File: config.mk
export PLATFORM = sky130hd
export DESIGN_NAME = uart_irq_ctrl
export DESIGN_NICKNAME = d
export VERILOG_FILES = /design/src/rtl/uirq_pkg.sv /design/src/rtl/uirq_tx_level.sv /design/src/rtl/uirq_src_bank.sv /design/src/rtl/uart_irq_ctrl.sv
export SDC_FILE = /design/constraint.sdc
export NUM_CORES = 1
export LEC_CHECK = 0
export BUFFER_PORTS_ARGS = -buffer_cell sky130_fd_sc_hd__buf_2
export CAP_MARGIN = 20
export CORE_MARGIN = 3
export CORE_UTILIZATION = 41
export DETAILED_ROUTE_END_ITERATION = 16
export PLACE_DENSITY = 0.84
export RECOVER_POWER = 50
export SETUP_SLACK_MARGIN = 0.5
export SYNTH_ARGS = -nofsm -noshare
export SYNTH_HDL_FRONTEND = slang
export SYNTH_SLANG_ARGS = --single-unit
export TNS_END_PERCENT = 5
File: constraint.sdc
create_clock -name clk -period 1.2 [get_ports clk]
set_clock_uncertainty 0.1 [all_clocks]
set_input_delay 0.12 -clock clk [delete_from_list [all_inputs] [get_ports clk]]
set_output_delay 0.12 -clock clk [all_outputs]
set_load 0.05 [all_outputs]
File: src/rtl/uirq_pkg.sv
package uirq_pkg;
    localparam int NCAUSE = 4;

    localparam int BIT_RX    = 0;
    localparam int BIT_ERR   = 1;
    localparam int BIT_TX    = 2;
    localparam int BIT_MODEM = 3;

    typedef enum logic [1:0] {
        SEL_SRC  = 2'd0,
        SEL_PEND = 2'd1,
        SEL_MASK = 2'd2,
        SEL_NONE = 2'd3
    } reg_sel_e;

    typedef logic [NCAUSE-1:0] cause_t;
endpackage

File: src/rtl/uirq_tx_level.sv
module uirq_tx_level #(
    parameter int CHANNEL = 0,
    parameter int CNT_W   = 8,
    parameter int TRIG_W  = 3
) (
    input  logic              fifo_en,
    input  logic [CNT_W-1:0]  tx_count,
    input  logic [TRIG_W-1:0] tx_trig,
    output logic              tx_low
);
    localparam int  THR_W = TRIG_W + 5;
    localparam int  CMP_W = (CNT_W > THR_W) ? CNT_W : THR_W;
    localparam bit  NO_THR = !(CHANNEL >= 0 && CHANNEL <= 4);
    localparam int  SHIFT = (CHANNEL == 0) ? 5 :
                            (CHANNEL == 1 || CHANNEL == 4) ? 3 :
                            (CHANNEL == 2 || CHANNEL == 3) ? 1 : 0;

    logic [THR_W-1:0] thr;

    generate
        if (NO_THR) begin : g_zero
            assign thr = '0;
        end else begin : g_scaled
            assign thr = THR_W'(tx_trig) << SHIFT;
        end
    endgenerate

    assign tx_low = fifo_en && (CMP_W'(tx_count) <= CMP_W'(thr));
endmodule

File: src/rtl/uirq_src_bank.sv
module uirq_src_bank
    import uirq_pkg::*;
(
    input  logic   clk,
    input  logic   rst_n,
    input  cause_t set_vec,
    input  cause_t clr_vec,
    output cause_t src_q
);
    always_ff @(posedge clk) begin
        if (!rst_n) begin
            src_q <= '0;
        end else begin
            src_q <= (src_q & ~clr_vec) | set_vec;
        end
    end

    generate
        for (genvar i = 0; i < NCAUSE; i++) begin : g_chk
            assert_set_R1: assert property (@(posedge clk) disable iff (!rst_n)
                set_vec[i] |=> src_q[i]);
            // set beats clear
            assert_set_wins_R9: assert property (@(posedge clk) disable iff (!rst_n)
                (set_vec[i] && clr_vec[i]) |=> src_q[i]);
            assert_clear_R5: assert property (@(posedge clk) disable iff (!rst_n)
                (clr_vec[i] && !set_vec[i]) |=> !src_q[i]);
            assert_hold_R5: assert property (@(posedge clk) disable iff (!rst_n)
                (!clr_vec[i] && !set_vec[i]) |=> $stable(src_q[i]));
        end
    endgenerate
endmodule

File: src/rtl/uart_irq_ctrl.sv
module uart_irq_ctrl
    import uirq_pkg::*;
#(
    parameter int CHANNEL = 0,
    parameter int CNT_W   = 8,
    parameter int TRIG_W  = 3
) (
    input  logic              clk,
    input  logic              rst_n,
    input  logic              set_rx,
    input  logic              set_err,
    input  logic              set_tx,
    input  logic              set_modem,
    input  logic              fifo_en,
    input  logic [CNT_W-1:0]  tx_count,
    input  logic [TRIG_W-1:0] tx_trig,
    input  logic              wr_en,
    input  logic              rd_en,
    input  logic [1:0]        addr,
    input  logic [3:0]        wr_data,
    output logic [3:0]        rd_data,
    output logic              irq
);
    reg_sel_e sel;
    logic     tx_low;
    cause_t   set_vec;
    cause_t   clr_vec;
    cause_t   src_q;
    cause_t   mask_q;
    cause_t   pend;

    assign sel = reg_sel_e'(addr);

    uirq_tx_level #(
        .CHANNEL (CHANNEL),
        .CNT_W   (CNT_W),
        .TRIG_W  (TRIG_W)
    ) u_level (
        .fifo_en  (fifo_en),
        .tx_count (tx_count),
        .tx_trig  (tx_trig),
        .tx_low   (tx_low)
    );

    always_comb begin
        set_vec            = '0;
        set_vec[BIT_RX]    = set_rx;
        set_vec[BIT_ERR]   = set_err;
        set_vec[BIT_TX]    = set_tx | tx_low;
        set_vec[BIT_MODEM] = set_modem;
    end

    always_comb begin
        clr_vec = '0;
        if (wr_en && (sel == SEL_SRC || sel == SEL_PEND)) begin
            clr_vec = wr_data;
        end
    end

    uirq_src_bank u_src (
        .clk     (clk),
        .rst_n   (rst_n),
        .set_vec (set_vec),
        .clr_vec (clr_vec),
        .src_q   (src_q)
    );

    always_ff @(posedge clk) begin
        if (!rst_n) begin
            mask_q <= '0;
        end else if (wr_en && sel == SEL_MASK) begin
            mask_q <= wr_data;
        end
    end

    assign pend = src_q & ~mask_q;

    always_ff @(posedge clk) begin
        if (!rst_n) begin
            irq <= 1'b0;
        end else begin
            irq <= |pend;
        end
    end

    always_comb begin
        rd_data = '0;
        if (rd_en) begin
            unique case (sel)
                SEL_SRC:  rd_data = src_q;
                SEL_PEND: rd_data = pend;
                SEL_MASK: rd_data = mask_q;
                SEL_NONE: rd_data = '0;
            endcase
        end
    end

    assert_irq_rise_R3: assert property (@(posedge clk) disable iff (!rst_n)
        (|(src_q & ~mask_q)) |=> irq);
    assert_irq_fall_R3: assert property (@(posedge clk) disable iff (!rst_n)
        !(|(src_q & ~mask_q)) |=> !irq);
    assert_mask_load_R6: assert property (@(posedge clk) disable iff (!rst_n)
        (wr_en && addr == 2'd2) |=> mask_q == $past(wr_data));
    assert_tx_level_R7: assert property (@(posedge clk) disable iff (!rst_n)
        tx_low |=> src_q[BIT_TX]);
    assert_pend_clear_R4: assert property (@(posedge clk) disable iff (!rst_n)
        (wr_en && addr == 2'd1 && wr_data[BIT_MODEM] && !set_modem) |=> !src_q[BIT_MODEM]);
endmodule

==> results of run 1 <==
[cell families (layout without fill, tap and decap cells)]
logic type / count (synthesis) / count (layout) / synth area share
muxes: 7 / 7 / 0.126
buffers and inverters: 9 / 45 / 0.0740
DFF: 9 / 9 / 0.323
adders and majority gates: 3 / 3 / 0.0673
and+or+nand+nor: 21 / 21 / 0.242
AOI/OAI and AO/OA: 15 / 15 / 0.168
[metal layers]
| metal | GRT usage | routed length (um) |
|---|---|---|
| met1 | 0.202 | 623 |
| met2 | 0.266 | 676 |
| met3 | 0.0466 | 105 |
| met4 | 0.0497 | 0 |
| met5 | 0 | 0 |
[how the worst max path moves through the flow]
stage	startpoint	endpoint	slack (ps)
final	mask_q[3]$_SDFFE_PN0P_	rd_data[3]	-80
after global placement	tx_count[7]	u_src.src_q[2]$_SDFF_PN0_	7
after detailed placement	tx_count[7]	u_src.src_q[2]$_SDFF_PN0_	-30
after floorplan	u_src.src_q[3]$_SDFF_PN0_	rd_data[3]	90
after CTS	u_src.src_q[3]$_SDFF_PN0_	rd_data[3]	-90
after global routing	mask_q[3]$_SDFFE_PN0P_	rd_data[3]	-130
[per-stage QoR]
stage	total power [mW]	utilization	setup TNS, ps	instances
CTS	0.815	0.733	-85.5	113
detailed placement	0.547	0.637	-30.8	109
floorplan	0.469	-	0	64
global placement	0.542	0.637	0	109
global route	0.877	0.767	-282	114
finish	0.829	0.767	-84.7	114
[layout make-up]
type	count	area, um^2
timing repair buffer	33	220
sequential	9	194
fill	74	277
clock buffer	4	26.3
inverter	8	35.0
multi-input combinational	46	417
tap	14	17.5
[state kept, by name, indices dropped and copies added, names as in the netlist]
| signal | flops |
|---|---|
| irq | 1 |
| mask_q | 4 |
| u_src.src_q | 4 |
[power by group through the flow]
stage	clock [mW]	combinational (mW)	sequential [mW]
finish	0.230	0.261	0.338
global route	0.255	0.283	0.339
CTS	0.236	0.243	0.336
detailed placement	0	0.209	0.338
global placement	0	0.204	0.338
floorplan	0	0.123	0.346
[layout by cell type (no fill, tap or decap), types with 4 or more instances in the layout]
cell type  netlist  routed
buf_6            1       6
dfxtp_2          0       8
nor2_1           7       4
a21oi_2          0       4
o21a_1           4       4
buf_2            0      23
mux2i_1          7       7
nand2_1          7       7
[critical path, cell delays in order (launching register included)]
cell and delay [ps]:
dfxtp_4 370, nor2b_2 50, a211oi_4 200, buf_6 180
[timing repair]
| action | in CTS | in global routing |
|---|---|---|
| endpoints found under the setup margin | 14 | 14 |
| resized for setup | 29 | 8 |
| endpoints found under the hold margin | 3 | 3 |
| pin swaps | 9 | 8 |
| setup buffers | 0 | 1 |
==> key figures, run 1 <==
Clock network
  • Total clock buffers created by CTS: 3
  • Clk sinks: 9
  • H-tree depth: 1
  • CTS root buf: clkbuf_4
  • Clock transition at path regs: 60 ps
  • Worst-Skew Late Latency: 250 ps
  • Clk buf depth: 2
  • CTS tree: built

Routing
  • Wire length per cell: 12.3 um
  • Post-route ant nets: 0
  • Initial DRC count: 19
  • Vias: 560
  • Number of remaining DRC errors: 0
  • DR vias/cell: 4.91
  • Routed wire length: 1410 um
  • Initial DRT Pass Iterations: 4

Global route
  • Total gr overflow: 0
  • Total GRT Usage: 0.162
  • Vias in the first global route: 559
  • Initial antenna violation count: 0
  • Largest net degree at the start of global routing: 7
  • First-pass GRT wire length: 2290 um

Critical path
  • Worst reg-to-reg setup slack: 290 ps
  • CP Capture Type: output port
  • Reg-to-Reg Start: mask_q[3]$_SDFFE_PN0P_
  • Reg2reg path depth: 3
  • Critical path class: reg -> out
  • CP Launch Type: register
  • Data required time of the worst path: 980 ps
  • Crit-path max FO: 3
  • Worst Path Arrival: 1060 ps
  • RR Endpoint: mask_q[3]$_SDFFE_PN0P_

Min path
  • Hold/Removal Path Class: in -> reg
  • Hold Path Sink: u_src.src_q[3]$_SDFF_PN0_
  • Worst hold path depth: 2
  • Hold_sp: set_modem

Run status
  • Failing checks: negative hold slack, negative setup slack
  • Status: finished, violations left

Layout
  • # diodes: 0
  • Share of cells above drive strength 1: 0.670
  • Final net count: 130
  • Fin area: 910 um^2
  • Area Growth Syn to Fin: 63.0%

Pwr
  • Int Pwr: 0.578 mW
  • Clock power frac: 0.278
  • Peak supply drop: 0.783 mV
  • Pleak: 0.450 nW
  • Power per cell area: 911 mW/mm^2
  • Sw frac: 0.303
  • Combinational Power Share: 0.315
  • Flop pwr share: 0.407
  • Switching power: 0.251 mW

STA
  • Fin crit period: 1280 ps
  • Fin. Hold Viols: 3
  • Setup-failing EPs final: 1
  • Slew @ Worst Pin: 203 ps
  • Hold_ws: -42.0 ps
  • Worst Setup Slack, final: -84.7 ps
  • Fin. max-slew vios: 0
  • Max Freq: 0.778 GHz
  • Unrepaired setup endpoints after global routing: true
  • Period utilization: 1.07
  • Worst rel slew slack: 0.864

Synthesis
  • Post-synth EDFFs: 0
  • Syn Area/Cell: 8.72 um^2
  • Mapped cell area: 558 um^2
  • Synth area leader: dfxtp_1
  • Most common library cells after synthesis: 9 x dfxtp_1, 8 x inv_1, 7 x mux2i_1, 7 x nand2_1, 7 x nor2_1
  • Synth top area share: 0.323
  • Async SR Flop Fraction: 0
  • Library cells used by synthesis: 19
  • Syn Inst Count: 64
  • Most frequent cell after synthesis: dfxtp_1
  • Top post-synthesis cells by area: dfxtp_1 32%, mux2i_1 13%, ha_1 6.7%, inv_1 5.4%, o21a_1 5.4%
  • Warnings from Yosys: 0
  • Register bit total from synthesis: 9
  • Mapped Nets: 93
  • Register area share after synthesis: 0.323
  • Top FF cell, synth: dfxtp_1

Place
  • Dpl ws: -30.8 ps
  • Final GP Congestion: 0.769
  • Placed wire-length estimate: 1030 um
  • # port buffers: 30
  • Placed cell area: 756 um^2

Run
  • Max-cap violations: 0

Die
  • Row count: 12
  • Die W: 42.9 um
  • Initial Util: 0.470
  • IO Pins: 31
  • Die ar.: 0.00184 mm^2
  • Die height: 42.9 um
  • Core area: 0.00119 mm^2
No activity file was read; power rests on OpenSTA's default activity.
==> run 2, diff against run 1 <==
Settings changed: CORE_UTILIZATION 41 to 42, PLACE_DENSITY 0.84 to 0.85.
==> run 2 against run 1 <==
The run still ends with negative hold slack, negative setup slack left. First-iteration DRC count is 16% lower. Cell area decreased by 0.83%. Final cell count is 0.88% lower. Via count is 1.1% higher. Critical path type unchanged. Critical endpoint unchanged. Highest routed layer is now met4.
==> key figures, run 2 (synthesis results as in run 1) <==
Run status
  • Status: finished, violations left
  • Failing checks: negative hold slack, negative setup slack

STA
  • Hold_ws: -48.8 ps
  • Period utilization: 1.07
  • Worst Setup Slack, final: -85.3 ps
  • Worst rel slew slack: 0.855
  • Unrepaired setup endpoints after global routing: true
  • Max Freq: 0.778 GHz
  • Setup TNS: -173 ps
  • Setup-failing EPs final: 3
  • Slew @ Worst Pin: 211 ps
  • Fin. max-slew vios: 0
  • Fin crit period: 1290 ps
  • Fin. Hold Viols: 3

Die
  • Die ar.: 0.00180 mm^2
  • Die height: 42.5 um
  • IO Pins: 31
  • Row count: 12
  • Die W: 42.5 um
  • Core area: 0.00117 mm^2
  • Initial Util: 0.476

Routing
  • Routed wire length: 1500 um
  • Wire length per cell: 13.2 um
  • DR vias/cell: 5.01
  • Post-route ant nets: 0
  • Number of remaining DRC errors: 0
  • Vias: 566
  • Initial DRC count: 16
  • Initial DRT Pass Iterations: 4

Layout
  • Commonest cells after routing, fill and taps aside: 21 x buf_2, 8 x buf_6, 7 x mux2i_1, 7 x nand2_1, 6 x dfxtp_2
  • Most common cell after layout, fill and taps aside: buf_2
  • Final core utilization: 0.770
  • Share of cells above drive strength 1: 0.636
  • Non-Filler Instances: 113
  • # diodes: 0
  • Fin area: 902 um^2
  • Regs by FF count: mask_q x4, u_src.src_q x4, irq x1
  • Area Growth Syn to Fin: 61.7%
  • Final net count: 129
  • Fillers: 78

Place
  • Final GP Congestion: 0.778
  • Cells after DPL: 109
  • Dpl ws: -18.7 ps
  • # port buffers: 30
  • Placed wire-length estimate: 1110 um
  • Placed cell area: 756 um^2

Pwr
  • Pleak: 0.448 nW
  • Peak supply drop: 0.950 mV
  • Tot Pwr: 0.834 mW
  • Power per cell area: 925 mW/mm^2

Critical path
  • Data required time of the worst path: 980 ps
  • CP top delay family: flip-flops
  • Worst reg-to-reg setup slack: 340 ps
  • CP Capture Type: output port
  • Worst Path Arrival: 1070 ps
  • Worst path buffer plus inverter count: 1
  • Slowest CP cell: dfxtp_2
  • Critical path's largest stage delay: 350 ps
  • Cell chain of the critical path: o21ai_2 > a211oi_4 > buf_6
  • CP Launch Type: register
  • Critical path class: reg -> out
  • Crit-path max FO: 2

Clock network
  • Clk sinks: 9
  • CTS tree: built
  • Worst-Skew Late Latency: 260 ps
  • Buffer count from post-CTS setup fixing: 0
  • CTS root buf: clkbuf_4
  • H-tree depth: 1
  • Clk buf depth: 2
  • Total clock buffers created by CTS: 3
  • Clock transition at path regs: 60 ps

Global route
  • Total gr overflow: 0
  • Largest net degree at the start of global routing: 7
  • Vias in the first global route: 564
  • First-pass GRT wire length: 2350 um
  • Initial antenna violation count: 0
  • Total GRT Usage: 0.168

Run
  • Max-cap violations: 0

Min path
  • Hold/Removal Path Class: in -> reg
## run 2: power breakdown
part	leakage, nW	total, mW	switching, mW	internal, mW
Sequential	0.0768	0.336	0.0169	0.319
Combinational	0.353	0.261	0.132	0.130
Clock	0.0177	0.237	0.114	0.123
Total	0.448	0.834	0.262	0.572
## run 2: area by class of cell
type                            count  area [um^2]  share of cell area
Multi-Input combinational cell     46          410               0.455
Timing Repair Buffer               32          225               0.250
Sequential cell                     9          191               0.212
Inverter                            8         30.0              0.0333
Clock buffer                        3         22.5              0.0250
Tap cell                           14         17.5              0.0194
Clock inverter                      1         5.00             0.00555
## run 2: final timing paths
check | end | start | cells after the start
setup / recovery | rd_data[3] | u_src.src_q[3]$_SDFF_PN0_ | 3
hold / removal | u_src.src_q[0]$_SDFF_PN0_ | set_rx | 2
hold reg to reg | mask_q[3]$_SDFFE_PN0P_ | mask_q[3]$_SDFFE_PN0P_ | 2
setup reg to reg | irq$_SDFF_PN0_ | u_src.src_q[3]$_SDFF_PN0_ | 3
## run 2: timing repair
| action | CTS | global route |
|---|---|---|
| resized for setup | 28 | 8 |
| endpoints found under the setup margin | 14 | 14 |
| pin swaps | 12 | 11 |
| endpoints found under the hold margin | 4 | 3 |
## run 2: metal layers
metal,part of all wire,wire [um],up-vias,global-route usage
met3,0.051,76,3,0.0472
li1,-,-,293,-
met4,0.0060,9,0,0.0373
met2,0.51,767,18,0.307
met5,0,0,-,0
met1,0.43,641,252,0.191
## run 2: worst register-to-register path: cells and delay by family, from the launching register on
| kind | cells | cell delay, ps |
|---|---|---|
| AOI/OAI and AO/OA | 2 | 260 |
| DFF | 1 | 330 |
| buffers and inverters | 1 | 70 |
==> run 3, diff against run 2 <==
Settings changed: BUFFER_PORTS_ARGS -buffer_cell sky130_fd_sc_hd__buf_2 to -buffer_cell sky130_fd_sc_hd__buf_4.
==> run 3 against run 2 <==
The run still ends with negative hold slack, negative setup slack left. Critical path depth did not move. Global-route usage fell by 0.34 points. Setup slack improved by 16 ps. Via count rose by 6.0%. Sequential share of layout area fell by 1.4 points. Critical path type unchanged.
==> key figures, run 3 (synthesis results as in run 1) <==
STA
  • Hold_ws: -23.1 ps
  • Fin. max-slew vios: 0
  • Max Freq: 0.788 GHz
  • Fin. Hold Viols: 3
  • Worst rel slew slack: 0.842
  • Setup TNS: -202 ps
  • Setup-failing EPs final: 4
  • Unrepaired setup endpoints after global routing: true
  • Fin crit period: 1270 ps
  • Worst Setup Slack, final: -69.7 ps
  • Period utilization: 1.06
  • Slew @ Worst Pin: 236 ps

Global route
  • Total GRT Usage: 0.165
  • Initial antenna violation count: 0
  • Total gr overflow: 0
  • Largest net degree at the start of global routing: 9
  • Vias in the first global route: 568
  • First-pass GRT wire length: 2350 um

Clock network
  • Clk sinks: 9
  • H-tree depth: 1
  • CTS tree: built
  • Worst-Skew Late Latency: 250 ps
  • Clk buf depth: 2
  • Total clock buffers created by CTS: 3
  • Clock transition at path regs: 60 ps
  • CTS root buf: clkbuf_4

Routing
  • Wire length per cell: 14.7 um
  • DR vias/cell: 5.31
  • Number of remaining DRC errors: 0
  • Post-route ant nets: 0
  • Vias: 600
  • Initial DRT Pass Iterations: 3
  • Initial DRC count: 10
  • Routed wire length: 1660 um

Critical path
  • Reg-to-Reg Start: u_src.src_q[3]$_SDFF_PN0_
  • CP Launch Type: register
  • Worst reg-to-reg setup slack: 240 ps
  • Worst Setup SP: u_src.src_q[3]$_SDFF_PN0_
  • Critical path class: reg -> out
  • RR Endpoint: irq$_SDFF_PN0_
  • Slowest CP cell: dfxtp_2
  • Crit-path max FO: 2
  • CP Capture Type: output port
  • Data required time of the worst path: 980 ps
  • Cell chain of the critical path: o21ai_2 > a211oi_4 > buf_6
  • Critical path's largest stage delay: 340 ps
  • Worst Path Arrival: 1050 ps
  • Reg2reg path depth: 4

Run status
  • Failing checks: negative hold slack, negative setup slack
  • Status: finished, violations left

Layout
  • Fillers: 74
  • Sequential Area: 189 um^2
  • Fin area: 951 um^2
  • Regs by FF count: mask_q x4, u_src.src_q x4, irq x1
  • # diodes: 0
  • Final net count: 129
  • Area Growth Syn to Fin: 70.4%
  • Share of cells above drive strength 1: 0.606
  • Most common cell after layout, fill and taps aside: buf_4
  • Area of the multi-input gates: 410 um^2
  • Commonest cells after routing, fill and taps aside: 25 x buf_4, 7 x mux2i_1, 7 x nand2_1

Min path
  • Hold_sp: set_modem
  • Hold Path Sink: u_src.src_q[3]$_SDFF_PN0_
  • Worst hold path depth: 2
  • Hold/Removal Path Class: in -> reg

Pwr
  • Pleak: 0.462 nW
  • Tot Pwr: 0.850 mW
  • Peak supply drop: 0.948 mV
  • Power per cell area: 894 mW/mm^2

Die
  • Initial Util: 0.476
  • Core area: 0.00117 mm^2
  • Die W: 42.5 um
  • Die height: 42.5 um
  • Die ar.: 0.00180 mm^2
  • IO Pins: 31
  • Row count: 12

Run
  • Max-cap violations: 0

Place
  • # port buffers: 30
  • Final GP Congestion: 0.783
  • Placed wire-length estimate: 1150 um
  • Placed cell area: 823 um^2
  • Dpl ws: -27.5 ps
-- run 3: area by class of cell --
type / instances / area share
Clock buffer: 4 / 0.0276
Inverter: 8 / 0.0395
Multi-Input combinational cell: 46 / 0.432
Sequential cell: 9 / 0.199
Tap cell: 14 / 0.0184
Timing Repair Buffer: 32 / 0.284
-- run 3: worst max-delay path: cells and delay by family, from the launching register on --
family          cells  cell delay [ps]
compound gates      2              280
buf+inv             1              180
flops               1              340
-- run 3: how the worst max path moves through the flow --
stage | end | cells after the start
6_report | rd_data[3] | 3
3_3_place_gp | u_src.src_q[2]$_SDFF_PN0_ | 5
5_1_grt | rd_data[3] | 3
3_5_place_dp | u_src.src_q[2]$_SDFF_PN0_ | 5
4_1_cts | rd_data[3] | 3
2_1_floorplan | rd_data[3] | 2
-- run 3: power by group --
part	internal (mW)	leakage, nW	switching (mW)
Combinational	0.148	0.372	0.136
Clock	0.128	0.0150	0.102
Sequential	0.319	0.0758	0.0167
Total	0.595	0.462	0.255
-- run 3: metrics by stage --
step,utilization,hold slack (ps),std cells
after CTS,0.787,-38.6,112
after floorplan,-,137,64
after global placement,0.703,230,108
after detailed placement,0.703,232,108
final,0.812,-23.1,113
after global routing,0.812,-30.3,113
-- run 3: what timing repair did --
action | 4_1_cts | 5_1_grt
endpoints found under the setup margin | 14 | 14
gates resized for setup | 24 | 7
pin swaps | 12 | 11
endpoints found under the hold margin | 3 | 3
gates cloned | 0 | 0
setup buffers | 0 | 1
-- run 3: routing by layer --
| metal | global-route usage | routed length, um | share of wire |
|---|---|---|---|
| met1 | 0.191 | 714 | 0.43 |
| met2 | 0.301 | 826 | 0.50 |
| met3 | 0.0472 | 77 | 0.046 |
| met4 | 0.0248 | 40 | 0.024 |
| met5 | 0 | 0 | 0 |
